===== src/rtl/tdc_pkg.sv =====
package tdc_pkg;

  typedef enum logic {
    EDGE_FALL = 1'b0,
    EDGE_RISE = 1'b1
  } edge_e;

  localparam logic [1:0] BND_SINGLE = 2'd1;
  localparam logic [1:0] BND_DUAL   = 2'd2;

endpackage


===== src/rtl/tdc_rst_sync.sv =====
module tdc_rst_sync (
  input  logic clk,
  input  logic rst_n,
  output logic rst_sync_n
);

  logic [1:0] sync_q;
  logic [1:0] sync_d;

  always_comb begin
    sync_d = {sync_q[0], 1'b1};
  end

  always_ff @(posedge clk or negedge rst_n) begin
    if (!rst_n) sync_q <= 2'b00;
    else        sync_q <= sync_d;
  end

  assign rst_sync_n = sync_q[1];

endmodule


===== src/rtl/tdc_edge_finder.sv =====
module tdc_edge_finder
  import tdc_pkg::*;
#(
  parameter int TAPS = 32,
  parameter int IW   = $clog2(TAPS),
  parameter int FW   = IW + 1
) (
  input  logic [TAPS-1:0] taps_i,
  input  logic            dual_i,
  output logic            hit_o,
  output logic            err_o,
  output logic            pol_o,
  output logic [FW-1:0]   fine_o
);

  logic [TAPS-1:0] norm;
  logic [TAPS-1:0] bnd;
  logic            idle;
  logic [1:0]      cnt;
  logic [1:0]      want;
  logic [IW-1:0]   p1;
  logic [IW-1:0]   p2;
  logic            shape_ok;

  // leading-ones form of the snapshot
  assign norm = taps_i[0] ? taps_i : ~taps_i;
  assign idle = &norm;

  // boundary candidates need two agreeing taps on each side
  for (genvar g = 0; g < TAPS; g++) begin : g_bnd
    if (g >= 2 && g <= TAPS - 2) begin : g_mid
      assign bnd[g] = (norm[g-2] == norm[g-1]) && (norm[g] == norm[g+1]) &&
                      (norm[g-1] != norm[g]);
    end else begin : g_end
      assign bnd[g] = 1'b0;
    end
  end

  always_comb begin
    cnt = 2'd0;
    p1  = '0;
    p2  = '0;
    for (int p = 0; p < TAPS; p++) begin
      if (bnd[p]) begin
        if (cnt == 2'd0)      p1 = IW'(p);
        else if (cnt == 2'd1) p2 = IW'(p);
        if (cnt != 2'd3) cnt = cnt + 2'd1;
      end
    end
  end

  always_comb begin
    want     = dual_i ? BND_DUAL : BND_SINGLE;
    shape_ok = norm[1] && (cnt == want);
    hit_o    = !idle && shape_ok;
    err_o    = !idle && !shape_ok;
    pol_o    = taps_i[0] ? EDGE_RISE : EDGE_FALL;
    fine_o   = dual_i ? ({1'b0, p1} + {1'b0, p2}) : {p1, 1'b0};
  end

endmodule


===== src/rtl/tdc_interval.sv =====
module tdc_interval #(
  parameter int CW = 24,
  parameter int FW = 6,
  parameter int DW = CW + FW + 1
) (
  input  logic          clk,
  input  logic          rst_n,
  input  logic [CW-1:0] coarse_a,
  input  logic [CW-1:0] coarse_b,
  input  logic [FW-1:0] fine_a,
  input  logic [FW-1:0] fine_b,
  input  logic          update,
  input  logic          both_seen,
  output logic          diff_valid,
  output logic [DW-1:0] diff
);

  logic [CW-1:0] dc_raw;
  logic [DW-1:0] dc_ext;
  logic [DW-1:0] dc_scaled;
  logic [DW-1:0] df;
  logic [DW-1:0] diff_d;
  logic          valid_d;
  logic          valid_q;
  logic [DW-1:0] diff_q;

  always_comb begin
    dc_raw    = coarse_a - coarse_b;
    dc_ext    = {{(DW-CW){dc_raw[CW-1]}}, dc_raw};
    dc_scaled = dc_ext << FW;
    df        = {{(DW-FW){1'b0}}, fine_a} - {{(DW-FW){1'b0}}, fine_b};
    diff_d    = dc_scaled - df;
    valid_d   = update && both_seen;
  end

  always_ff @(posedge clk or negedge rst_n) begin
    if (!rst_n) valid_q <= 1'b0;
    else        valid_q <= valid_d;
  end

  always_ff @(posedge clk) begin
    if (valid_d) diff_q <= diff_d;
  end

  assign diff_valid = valid_q;
  assign diff       = diff_q;

endmodule


===== src/rtl/tdc_stamp_encoder.sv =====
module tdc_stamp_encoder #(
  parameter int TAPS   = 32,
  parameter int NCH    = 2,
  parameter int CW     = 24,
  parameter int DIFF_A = 0,
  parameter int DIFF_B = 1
) (
  input  logic                              clk,
  input  logic                              rst_n,
  input  logic                              dual_mode,
  input  logic [NCH*TAPS-1:0]               taps_i,
  output logic [NCH-1:0]                    ts_valid_o,
  output logic [NCH-1:0]                    ts_pol_o,
  output logic [NCH*CW-1:0]                 ts_coarse_o,
  output logic [NCH*($clog2(TAPS)+1)-1:0]   ts_fine_o,
  output logic [NCH-1:0]                    err_o,
  output logic                              diff_valid_o,
  output logic [CW+$clog2(TAPS)+1:0]        diff_o
);

  localparam int IW = $clog2(TAPS);
  localparam int FW = IW + 1;
  localparam int DW = CW + FW + 1;

  logic          rst_q_n;
  logic [CW-1:0] coarse_q;
  logic [CW-1:0] coarse_d;
  logic [NCH-1:0] have_q;

  tdc_rst_sync u_rst (
    .clk        (clk),
    .rst_n      (rst_n),
    .rst_sync_n (rst_q_n)
  );

  assign coarse_d = coarse_q + 1'b1;

  always_ff @(posedge clk or negedge rst_q_n) begin
    if (!rst_q_n) coarse_q <= '0;
    else          coarse_q <= coarse_d;
  end

  for (genvar c = 0; c < NCH; c++) begin : g_ch
    logic          hit;
    logic          err;
    logic          pol;
    logic [FW-1:0] fine;
    logic          valid_q;
    logic          err_q;
    logic          pol_q;
    logic [CW-1:0] crs_q;
    logic [FW-1:0] fine_q;

    tdc_edge_finder #(.TAPS(TAPS), .IW(IW), .FW(FW)) u_find (
      .taps_i (taps_i[c*TAPS +: TAPS]),
      .dual_i (dual_mode),
      .hit_o  (hit),
      .err_o  (err),
      .pol_o  (pol),
      .fine_o (fine)
    );

    always_ff @(posedge clk or negedge rst_q_n) begin
      if (!rst_q_n) begin
        valid_q   <= 1'b0;
        err_q     <= 1'b0;
        have_q[c] <= 1'b0;
      end else begin
        valid_q <= hit;
        err_q   <= err;
        if (hit) have_q[c] <= 1'b1;
      end
    end

    always_ff @(posedge clk) begin
      if (hit) begin
        crs_q  <= coarse_q;
        fine_q <= fine;
        pol_q  <= pol;
      end
    end

    assign ts_valid_o[c]            = valid_q;
    assign err_o[c]                 = err_q;
    assign ts_pol_o[c]              = pol_q;
    assign ts_coarse_o[c*CW +: CW]  = crs_q;
    assign ts_fine_o[c*FW +: FW]    = fine_q;
  end

  tdc_interval #(.CW(CW), .FW(FW), .DW(DW)) u_diff (
    .clk        (clk),
    .rst_n      (rst_q_n),
    .coarse_a   (ts_coarse_o[DIFF_A*CW +: CW]),
    .coarse_b   (ts_coarse_o[DIFF_B*CW +: CW]),
    .fine_a     (ts_fine_o[DIFF_A*FW +: FW]),
    .fine_b     (ts_fine_o[DIFF_B*FW +: FW]),
    .update     (ts_valid_o[DIFF_A] | ts_valid_o[DIFF_B]),
    .both_seen  (have_q[DIFF_A] & have_q[DIFF_B]),
    .diff_valid (diff_valid_o),
    .diff       (diff_o)
  );

endmodule


===== config.mk =====
export PLATFORM = sky130hd
export DESIGN_NAME = tdc_stamp_encoder
export DESIGN_NICKNAME = d
export VERILOG_FILES = /design/src/rtl/tdc_pkg.sv /design/src/rtl/tdc_rst_sync.sv /design/src/rtl/tdc_edge_finder.sv /design/src/rtl/tdc_interval.sv /design/src/rtl/tdc_stamp_encoder.sv
export SDC_FILE = /design/constraint.sdc
export NUM_CORES = 1
export LEC_CHECK = 0
export CAP_MARGIN = 10
export CORE_MARGIN = 1
export CORE_UTILIZATION = 45
export CTS_BUF_LIST = sky130_fd_sc_hd__clkbuf_4 sky130_fd_sc_hd__clkbuf_8 sky130_fd_sc_hd__clkbuf_16
export CTS_CLUSTER_SIZE = 10
export DETAILED_ROUTE_END_ITERATION = 10
export DONT_BUFFER_PORTS = 1
export GPL_ROUTABILITY_DRIVEN = 0
export PLACE_DENSITY = 0.58
export SLEW_MARGIN = 0
export SYNTH_ARGS = -nofsm -noshare
export SYNTH_HDL_FRONTEND = slang
export SYNTH_SLANG_ARGS = --single-unit

===== constraint.sdc =====
create_clock -name clk -period 2.8 [get_ports clk]
set_input_delay 0.14 -clock clk [delete_from_list [all_inputs] [get_ports clk]]
set_output_delay 0.14 -clock clk [all_outputs]
set_load 0.05 [all_outputs]

==> metrics.txt <==
# TYPE chip_impl_metric gauge
chip_impl_info{name="path_class",value="in2reg"} 1
chip_impl_metric{name="clock_tree.buffer_depth",unit=""} 2
chip_impl_metric{name="std_cell_rows",unit=""} 61
chip_impl_metric{name="fill_cells",unit=""} 2130
chip_impl_metric{name="worst_ir_drop_vdd",unit="mV"} 0.632
chip_impl_metric{name="cp.arrival",unit="ns"} 5.62
chip_impl_metric{name="holdWs",unit="ns"} -0.0841
chip_impl_metric{name="clkSinkCount",unit=""} 126
chip_impl_info{name="violations_in_the_final_reports",value="negative hold slack, negative setup slack"} 1
chip_impl_info{name="synth_top_cells_by_area",value="sky130_fd_sc_hd__edfxtp_1 (21%), sky130_fd_sc_hd__ha_1 (7.4%), sky130_fd_sc_hd__dfrtp_1 (6.3%)"} 1
chip_impl_metric{name="report.final.hold_viol_count",unit=""} 12
chip_impl_metric{name="drc",unit=""} 0
chip_impl_metric{name="pwr_density_cell",unit="nW/um^2"} 832
chip_impl_metric{name="share_of_layout_cells_above_drive_strength_1",unit=""} 0.427
chip_impl_metric{name="place_worst_setup_slack",unit="ns"} -3.35
chip_impl_info{name="leading_cell_type_by_number_of_instances_after_synthesis",value="sky130_fd_sc_hd__nor2_1"} 1
chip_impl_metric{name="first_global_vias",unit=""} 14400
chip_impl_metric{name="antenna_found_initial",unit=""} 1
chip_impl_metric{name="dp_hpwl",unit="um"} 33100
chip_impl_metric{name="htree_num_levels",unit=""} 4
chip_impl_info{name="crit_path_top_delay_cell",value="sky130_fd_sc_hd__a221o_2"} 1
chip_impl_metric{name="async_reset_ff_frac",unit=""} 0.262
chip_impl_metric{name="avgViaCountPerCell",unit=""} 5.73
chip_impl_metric{name="insertedDiodeCount",unit=""} 0
chip_impl_info{name="cp_top_family",value="compound AO/OA/AOI/OAI gates"} 1
chip_impl_metric{name="slowest_delay",unit="ns"} 0.44
chip_impl_metric{name="cp.buffers_inverters",unit=""} 10
chip_impl_info{name="synth_top_area_cell",value="sky130_fd_sc_hd__edfxtp_1"} 1
chip_impl_metric{name="slew_violations",unit=""} 0
chip_impl_metric{name="final.period_utilization",unit=""} 1.95
chip_impl_metric{name="synth_largest_type_area_fraction",unit=""} 0.214
chip_impl_metric{name="maxSlewHeadroom",unit=""} 0.432
chip_impl_metric{name="post_cts_hold_buffer_count",unit=""} 4
chip_impl_info{name="synthTopCellsByCount",value="sky130_fd_sc_hd__nor2_1 (175), sky130_fd_sc_hd__nand2_1 (155), sky130_fd_sc_hd__o21ai_0 (99), sky130_fd_sc_hd__edfxtp_1 (93), sky130_fd_sc_hd__a21oi_1 (91)"} 1
chip_impl_metric{name="totalPowerFinal",unit="mW"} 16.9
chip_impl_info{name="grt_setup_unrepaired",value="true"} 1
chip_impl_info{name="timing.critical_path.to_type",value="flop"} 1
chip_impl_metric{name="timing.clock.skew",unit="ns"} 0.0112
chip_impl_metric{name="area.sequential",unit="um^2"} 3620
chip_impl_info{name="cp_common_cell",value="sky130_fd_sc_hd__buf_4"} 1
chip_impl_metric{name="clock_latency_at_the_later_pin_of_the_worst_skew_pair",unit="ns"} 0.42
chip_impl_metric{name="dieArea",unit="um^2"} 29700
chip_impl_metric{name="grt_start_max_net_pins",unit=""} 34
chip_impl_info{name="worst_hold_path_class",value="in2reg"} 1
chip_impl_metric{name="area_growth",unit="%"} 55.5
chip_impl_metric{name="synth.yosys.seq_area_share",unit=""} 0.277
chip_impl_metric{name="ys_warn_count",unit=""} 0
chip_impl_metric{name="clock.fmax",unit="MHz"} 184
chip_impl_metric{name="synth-seq-cells",unit=""} 126
chip_impl_metric{name="crit_required",unit="ns"} 2.97
chip_impl_info{name="clock-root-buffer",value="sky130_fd_sc_hd__clkbuf_16"} 1
chip_impl_metric{name="routed_wire_length_per_instance",unit="um"} 17.2
chip_impl_metric{name="synth-edff-count",unit=""} 93
chip_impl_metric{name="leak_pwr",unit="nW"} 8.99
chip_impl_metric{name="detail_route.first_pass.iterations",unit=""} 5
chip_impl_metric{name="track_usage",unit=""} 0.295
chip_impl_metric{name="initial_core_util",unit=""} 0.463
chip_impl_metric{name="synthesis.instances",unit=""} 1621
chip_impl_metric{name="syn_nets",unit=""} 1769
chip_impl_metric{name="drt_iter0_markers",unit=""} 1146
chip_impl_metric{name="drv.max_cap_violation_count",unit=""} 0
chip_impl_metric{name="maximum_fanout_along_the_worst_path",unit=""} 14
chip_impl_info{name="tritoncts",value="yes"} 1
chip_impl_metric{name="grt_pass1_wl",unit="um"} 69900
chip_impl_info{name="status",value="finished with violations"} 1
chip_impl_metric{name="core_footprint",unit="um^2"} 28200
chip_impl_metric{name="path_clk_slew",unit="ns"} 0.06
chip_impl_metric{name="ant_nets",unit=""} 0
chip_impl_metric{name="die-width",unit="um"} 172
chip_impl_metric{name="buffer_ports.inserted",unit=""} 0
chip_impl_metric{name="netlist-cell-type-count",unit=""} 114
chip_impl_info{name="synthFlopType",value="sky130_fd_sc_hd__edfxtp_1"} 1
chip_impl_metric{name="setup_viol_count_final",unit=""} 105
chip_impl_metric{name="synth_area",unit="um^2"} 13000
chip_impl_metric{name="via_count",unit=""} 15000
chip_impl_metric{name="timing.final.ws_setup",unit="ns"} -2.65
chip_impl_metric{name="tritoncts_buffers",unit=""} 17
chip_impl_info{name="nature_of_the_critical_path_startpoint",value="input pin"} 1
chip_impl_metric{name="routed_wirelength",unit="um"} 45200
chip_impl_metric{name="slew_worst_pin",unit="ns"} 0.844
chip_impl_metric{name="fin_nets",unit=""} 2381
chip_impl_metric{name="multi_input_comb_area",unit="um^2"} 9940
chip_impl_metric{name="boundaryPins",unit=""} 165
chip_impl_metric{name="grt_overflow",unit=""} 0
chip_impl_metric{name="fin_crit",unit="ns"} 5.45
chip_impl_metric{name="fp.dieH",unit="um"} 172
chip_impl_metric{name="synthesis.area_per_instance",unit="um^2"} 8.05
==> timing repair <==
item / in CTS / in global routing
setup endpoints to repair: 104 / 106
gates resized for setup: 127 / 80
endpoints found under the hold margin: 16 / 12
gates cloned: 3 / 4
setup buffers: 73 / 18
pin swaps: 123 / 73
==> worst paths after layout <==
check                                                start                     endpoint  slack [ns]  cells past startpoint
max                                              taps_i[2]  g_ch[0].fine_q[4]$_DFFE_PP_       -2.65                     36
min                                              dual_mode  g_ch[1].fine_q[1]$_DFFE_PP_       -0.08                      2
max reg2reg                g_ch[0].fine_q[0]$_SDFFCE_PN0P_     u_diff.diff[6]$_DFFE_PP_       -2.19                     33
min reg2reg                      u_rst.sync_q[1]$_DFF_PN0_       coarse_q[23]$_DFF_PN0_        0.26                      1
max in group asynchronous                            rst_n    u_rst.sync_q[1]$_DFF_PN0_        2.18                      2
min in group asynchronous        u_rst.sync_q[1]$_DFF_PN0_       coarse_q[23]$_DFF_PN0_        0.26                      1
==> power breakdown <==
group / leakage [nW] / internal (mW) / switching, mW
clock: 0.307 / 1.55 / 0.842
sequential: 1.35 / 2.73 / 1.04
combinational: 7.33 / 5.51 / 5.22
total: 8.99 / 9.79 / 7.10
==> area by class of cell <==
| type | count | area share |
|---|---|---|
| Inverter | 90 | 0.0169 |
| Sequential cell | 126 | 0.178 |
| Tap cell | 378 | 0.0233 |
| Clock inverter | 12 | 0.00900 |
| Multi-Input combinational cell | 1331 | 0.490 |
| Clock buffer | 20 | 0.0227 |
| Timing Repair Buffer | 667 | 0.260 |
==> metrics by stage <==
| step | area [um^2] | instances | hold slack (ns) | utilization | setup TNS, ns |
|---|---|---|---|---|---|
| after floorplan | 13500 | 1621 | -0.156 | - | -261.03 |
| after global placement | 17900 | 2494 | -0.156 | 0.634 | -247.86 |
| after detailed placement | 17900 | 2494 | -0.156 | 0.634 | -263.48 |
| after CTS | 19800 | 2604 | -0.101 | 0.702 | -213.22 |
| after global routing | 20300 | 2624 | -0.103 | 0.721 | -238.86 |
| final | 20300 | 2624 | -0.0841 | 0.721 | -220.30 |
==> logic make-up after synthesis <==
logic type      synth area share
fa+ha+maj                 0.0855
xor+xnor                  0.0618
other cells             0.000287
compound gates             0.259
simple gates               0.250
mux                       0.0116
flops                      0.277
buf+inv                   0.0542
==> per-layer routing <==
| layer | vias up | wire length [um] | track usage |
|---|---|---|---|
| met3 | 81 | 3070 | 0.0492 |
| met2 | 585 | 22400 | 0.525 |
| met4 | 2 | 959 | 0.0731 |
| met5 | - | 13 | 0 |
| met1 | 7093 | 18700 | 0.367 |
| li1 | 7280 | - | - |
==> worst reg2reg max path, delay by kind of cell, from the launching register on <==
family | cells | cell delay [ns]
AO/OA/AOI/OAI | 1 | 0.25
XOR/XNOR | 1 | 0.07
adder cells (fa/ha/maj) | 2 | 0.50
buffers and inverters | 24 | 2.87
flip-flops | 1 | 0.38
multiplexers | 1 | 0.27
AND/OR/NAND/NOR | 4 | 0.36
==> flip-flops by register name, indices dropped and copies added, names as in the netlist <==
| name | flops |
|---|---|
| have_q | 2 |
| u_rst.sync_q | 2 |
| g_ch.fine_q | 12 |
| coarse_q | 24 |
| u_diff.diff_valid | 1 |
| g_ch.err_q | 2 |
| g_ch.pol_q | 2 |
| u_diff.diff | 31 |
| g_ch.valid_q | 2 |
| g_ch.crs_q | 48 |
==> cell usage in the layout (no fill, tap or decap), types with 29 or more instances in the layout <==
cell type,count
sky130_fd_sc_hd__nand3_1,58
sky130_fd_sc_hd__nor2_1,164
sky130_fd_sc_hd__dfrtp_1,33
sky130_fd_sc_hd__inv_1,77
sky130_fd_sc_hd__xnor2_1,65
sky130_fd_sc_hd__nor3_1,59
sky130_fd_sc_hd__o21ai_0,65
sky130_fd_sc_hd__buf_4,624
sky130_fd_sc_hd__nand2_1,149
sky130_fd_sc_hd__edfxtp_1,93
sky130_fd_sc_hd__ha_1,63
sky130_fd_sc_hd__a21oi_1,63
sky130_fd_sc_hd__buf_6,29
sky130_fd_sc_hd__a31oi_1,37
(Power assumes the default switching activity.)
